## config.mk

```make
export PLATFORM = sky130hd
export DESIGN_NAME = scl_timebase
export DESIGN_NICKNAME = d
export VERILOG_FILES = /design/src/rtl/scl_timebase.sv
export SDC_FILE = /design/constraint.sdc
export NUM_CORES = 1
export LEC_CHECK = 0
export ABC_AREA = 1
export CAP_MARGIN = 30
export CORE_ASPECT_RATIO = 1.1
export CORE_MARGIN = 2
export CORE_UTILIZATION = 45
export DETAILED_ROUTE_END_ITERATION = 12
export DONT_BUFFER_PORTS = 1
export PLACE_DENSITY_LB_ADDON = 0.2
export REMOVE_ABC_BUFFERS = 1
export SETUP_SLACK_MARGIN = 0.15
export SLEW_MARGIN = 20
export SYNTH_ARGS = -nofsm -noshare
export SYNTH_HDL_FRONTEND = slang
export SYNTH_SLANG_ARGS = --single-unit
```

## constraint.sdc

```tcl
create_clock -name clk -period 8.9 [get_ports clk]
set_input_delay 2.67 -clock clk [delete_from_list [all_inputs] [get_ports clk]]
set_output_delay 2.67 -clock clk [all_outputs]
set_load 0.01 [all_outputs]
```

## src/rtl/scl_timebase.sv

```systemverilog
`timescale 1ns/1ps
module scl_timebase #(
  parameter bit WIDE_PSC   = 1'b0,
  parameter int SCGD_W     = 6,
  parameter int COMP_W     = 5,
  parameter int BASE_TICKS = 20,
  parameter int STEP_SHIFT = 3,
  localparam int PSC_W = WIDE_PSC ? 3 : 2,
  localparam int CTL_W = SCGD_W + PSC_W,
  localparam int PER_W = SCGD_W + STEP_SHIFT + 2
) (
  input  logic              clk,
  input  logic              rst_n,
  input  logic              run,
  input  logic [CTL_W-1:0]  ctl_word,
  input  logic [COMP_W-1:0] comp_cfg,
  output logic              scl_low_req,
  output logic              scl_high_req,
  output logic              qtr_stb,
  output logic [1:0]        qtr_idx
);

  logic [PSC_W-1:0]  cdf_q, psc_q;
  logic [SCGD_W-1:0] step_q;
  logic [COMP_W-1:0] comp_q;
  logic [PER_W-1:0]  pos_q, per, hi_len, lo_len, mark1, mark3;
  logic              fresh_q, tick, wrap, hit;

  assign per    = PER_W'(BASE_TICKS) + (PER_W'(step_q) << STEP_SHIFT) + PER_W'(comp_q);
  assign hi_len = per >> 1;
  assign lo_len = per - hi_len;
  assign mark1  = lo_len >> 1;
  assign mark3  = lo_len + (hi_len >> 1);

  assign tick = run && (psc_q == cdf_q);
  assign wrap = tick && (pos_q == per - PER_W'(1));

  always_ff @(posedge clk or negedge rst_n) begin
    if (!rst_n) begin
      cdf_q   <= '0;
      step_q  <= '0;
      comp_q  <= '0;
      psc_q   <= '0;
      pos_q   <= '0;
      fresh_q <= 1'b1;
    end else if (!run) begin
      psc_q   <= '0;
      pos_q   <= '0;
      fresh_q <= 1'b1;
      cdf_q   <= ctl_word[PSC_W-1:0];
      step_q  <= ctl_word[CTL_W-1:PSC_W];
      comp_q  <= comp_cfg;
    end else begin
      fresh_q <= tick;
      psc_q   <= tick ? '0 : psc_q + PSC_W'(1);
      if (tick) pos_q <= wrap ? '0 : pos_q + PER_W'(1);
      if (wrap) begin
        cdf_q  <= ctl_word[PSC_W-1:0];
        step_q <= ctl_word[CTL_W-1:PSC_W];
        comp_q <= comp_cfg;
      end
    end
  end

  always_comb begin
    hit     = 1'b1;
    qtr_idx = 2'd0;
    if (pos_q == '0)         qtr_idx = 2'd0;
    else if (pos_q == mark1)  qtr_idx = 2'd1;
    else if (pos_q == lo_len) qtr_idx = 2'd2;
    else if (pos_q == mark3)  qtr_idx = 2'd3;
    else                      hit = 1'b0;
  end

  assign qtr_stb      = run && fresh_q && hit;
  assign scl_low_req  = run && (pos_q < lo_len);
  assign scl_high_req = !scl_low_req;

  a_r1_hold_between_ticks: assert property (@(posedge clk) disable iff (!rst_n)
    (run && !tick) |=> (pos_q == $past(pos_q)));

  a_r3_pos_in_range: assert property (@(posedge clk) disable iff (!rst_n)
    run |-> (pos_q < per));

  a_r4_low_at_start: assert property (@(posedge clk) disable iff (!rst_n)
    (qtr_stb && qtr_idx == 2'd0) |-> scl_low_req);

  a_r4_high_at_half: assert property (@(posedge clk) disable iff (!rst_n)
    (qtr_stb && qtr_idx == 2'd2) |-> scl_high_req);

  a_r6_parked: assert property (@(posedge clk) disable iff (!rst_n)
    !run |-> (scl_high_req && !scl_low_req && !qtr_stb));

  a_r7_cfg_stable: assert property (@(posedge clk) disable iff (!rst_n)
    (run && !wrap) |=> (step_q == $past(step_q) && cdf_q == $past(cdf_q) && comp_q == $past(comp_q)));

endmodule

```

==> results.json <==
{
  "p_comb_share_pct": 70.5,
  "ys_types": 46,
  "numCtsBuffers": 3,
  "r2r-end": "step_q[5]",
  "clockBufferDepth": 2,
  "async_flop_share_pct": 100.0,
  "ir_drop_uv": 76.52,
  "cts.sinks": 27,
  "worstPathCellList": "ha_1 > ha_1 > inv_1 > fa_1 > ha_1 > a21oi_1 > a21oi_1 > nand3_1 > nand3_1 > nand2_2 > inv_1 > ha_1 > inv_1 > o21ai_0 > inv_1 > nand2_1 > nand2_1 > nand2_1 > nand2_1 > inv_1 > nand2_1 > nor2_2 > nand3_1 > a21oi_1",
  "port_buffers": 0,
  "place_congestion": 0.9170,
  "die_w_um": 87.92,
  "final_cell_mix": "nand2_1, inv_1, nand3_1",
  "grt_first_pass_wirelength_um": 14460,
  "die_h_um": 96.31,
  "area_delta_synth_final_pct": 3.733,
  "final_area_um2": 3616,
  "hold_buffers": 0,
  "critPathKind": "register to output port",
  "final_common_cell": "nand2_1",
  "detail-route-antenna-nets": 0,
  "wl_per_cell_um": 13.05,
  "grt_max_degree": 30,
  "clk_latency_ns": 0.28,
  "placed_area_um2": 3567,
  "cap_violations": 0,
  "end_kind": "output port",
  "antenna_found_initial": 0,
  "setup_tns_ns": 0,
  "p_leak_nw": 1.918,
  "cp_num_buf_inv": 5,
  "switching_share_pct": 53.68,
  "endpoint": "qtr_idx[0]",
  "rsz0062_at_grt": "false",
  "power_mw": 0.7627,
  "overflow": 0,
  "final_cell_count_no_fill": 639,
  "ys_seq_area_share_pct": 19.42,
  "max_freq_mhz": 137.0,
  "syn-cell-area_um2": 3486,
  "cp_slowest_cell": "fa_1",
  "drt_iter0_markers": 167,
  "postSynthAreaPerCell_um2": 6.479,
  "cts.repair.resized": 0,
  "critPathLaunchType": "register",
  "crit_required_ns": 6.23,
  "intPower_mw": 0.3533,
  "ys_warn_count": 0,
  "initial_utilization_pct": 46.64,
  "dp_hpwl_um": 6801,
  "run_status": "finished, final reports clean",
  "grt_pass1_vias": 3142,
  "p_per_area_nw_per_um2": 210.9,
  "cts_root_buffer": "clkbuf_8",
  "reg2reg_slack_ns": 5.04,
  "postCtsSetupRepairBufs": 0,
  "placed_cells": 635,
  "num_vias": 3280,
  "syn_inst": 538,
  "fin_crit_sh_pct": 82.00,
  "critPathTopFamily": "adder cells",
  "period_minus_slack_ns": 7.298,
  "finClkSkew_ns": 0.002508,
  "n_fill_cell": 772,
  "rows": 33,
  "nets": 587,
  "yosys_register_bits": 27,
  "hold_violations": 0,
  "fp.dieArea_um2": 8467,
  "drc": 0,
  "drt_first_pass_iters": 4,
  "p_clk_share_pct": 9.7,
  "clk_pin_slew_ns": 0.10,
  "ios": 21,
  "critPathMaxStageDelay_ns": 0.64,
  "setup_violations": 0,
  "cp_max_fo": 7,
  "startpoint": "step_q[0]",
  "post-place-ws_ns": 1.892,
  "r2r-start": "step_q[0]",
  "cts_tree": "done",
  "share_seq_of_total_power_pct": 19.8,
  "hold_class": "register to register",
  "power.switching_mw": 0.4094,
  "drive_above_1_share_pct": 8.240,
  "worst_slack_ns": 1.602,
  "grt_usage_pct": 21.30,
  "synth-edff-count": 0,
  "wl_um": 8342,
  "synth_flop_cell": "dfrtp_1",
  "cp.arrival_ns": 4.63,
  "via_per_inst": 5.133,
  "htree_levels": 1,
  "final_core_util_pct": 48.38,
  "holdWs_ns": 0.4984,
  "worst_pin_slew_ns": 0.5130,
  "core_area_um2": 7473,
  "crit_cells": 24,
  "report.final.slew_viol_count": 0,
  "rr_worst_depth": 15,
  "maxSlewHeadroom_pct": 65.49,
  "diodes": 0
}
==> area by class of cell <==
| class | count | area [µm²] | share of cell area (%) |
|---|---|---|---|
| Multi-Input combinational cell | 427 | 2471 | 68.34 |
| Clock inverter | 1 | 7.507 | 0.2076 |
| Clock buffer | 3 | 41.29 | 1.142 |
| Sequential cell | 27 | 676.9 | 18.72 |
| Inverter | 76 | 287.8 | 7.958 |
| Tap cell | 105 | 131.4 | 3.633 |
==> cells in the mapped netlist (3+ instances only) <==
cell type	instances	area share (%)
nand2_1	178	19
inv_1	68	7.3
nand3_1	61	8.8
ha_1	33	12
nor2_1	31	3.3
dfrtp_1	26	19
xor2_1	20	5.0
o21ai_0	16	2.3
a21oi_1	14	2.0
nand4_1	10	1.8
xnor2_1	10	2.5
nand2_2	9	1.6
inv_2	7	0.75
nor4_1	5	0.90
clkbuf_1	4	0.43
nor3_2	4	1.1
fa_1	3	1.7
nand3_2	3	0.86
==> power groups by stage <==
stage	clock, mW	sequential [mW]	combinational (mW)
2_1_floorplan	0	0.149	0.430
3_3_place_gp	0	0.153	0.520
3_5_place_dp	0	0.153	0.532
4_1_cts	0.0779	0.151	0.535
5_1_grt	0.0817	0.153	0.624
6_report	0.0740	0.151	0.538
==> registers in the layout, indices dropped and copies added (netlist names) <==
register and cells:
cdf_q 2, comp_q 5, fresh_q 1, pos_q 11
psc_q 2, step_q 6
==> layer usage <==
metal | vias up | part of all wire [%] | track usage, %
met1 | 1495 | 48 | 28.23
met3 | 15 | 3.0 | 1.458
met4 | 0 | 2.0 | 6.154
met2 | 57 | 47 | 37.06
li1 | 1713 | - | -
met5 | - | 0 | 0
==> how the worst min path moves through the flow <==
stage                     startpoint         to  slack [ns]  cells after the start
after floorplan            comp_q[3]  comp_q[3]        0.45                      2
after global placement     comp_q[3]  comp_q[3]        0.47                      2
after detailed placement   comp_q[3]  comp_q[3]        0.48                      2
after CTS                  comp_q[3]  comp_q[3]        0.50                      2
after global routing       comp_q[3]  comp_q[3]        0.53                      2
final                       psc_q[0]   psc_q[0]        0.50                      1
==> logic make-up after synthesis <==
| kind of cell | count (synthesis) | synth area share (%) |
|---|---|---|
| compound gates | 38 | 6.067 |
| xor+xnor | 33 | 8.938 |
| fa+ha+maj | 36 | 13.57 |
| buf+inv | 84 | 9.691 |
| flops | 27 | 19.42 |
| simple gates | 320 | 42.32 |
Note: power is estimated with default switching activity, not from simulation.
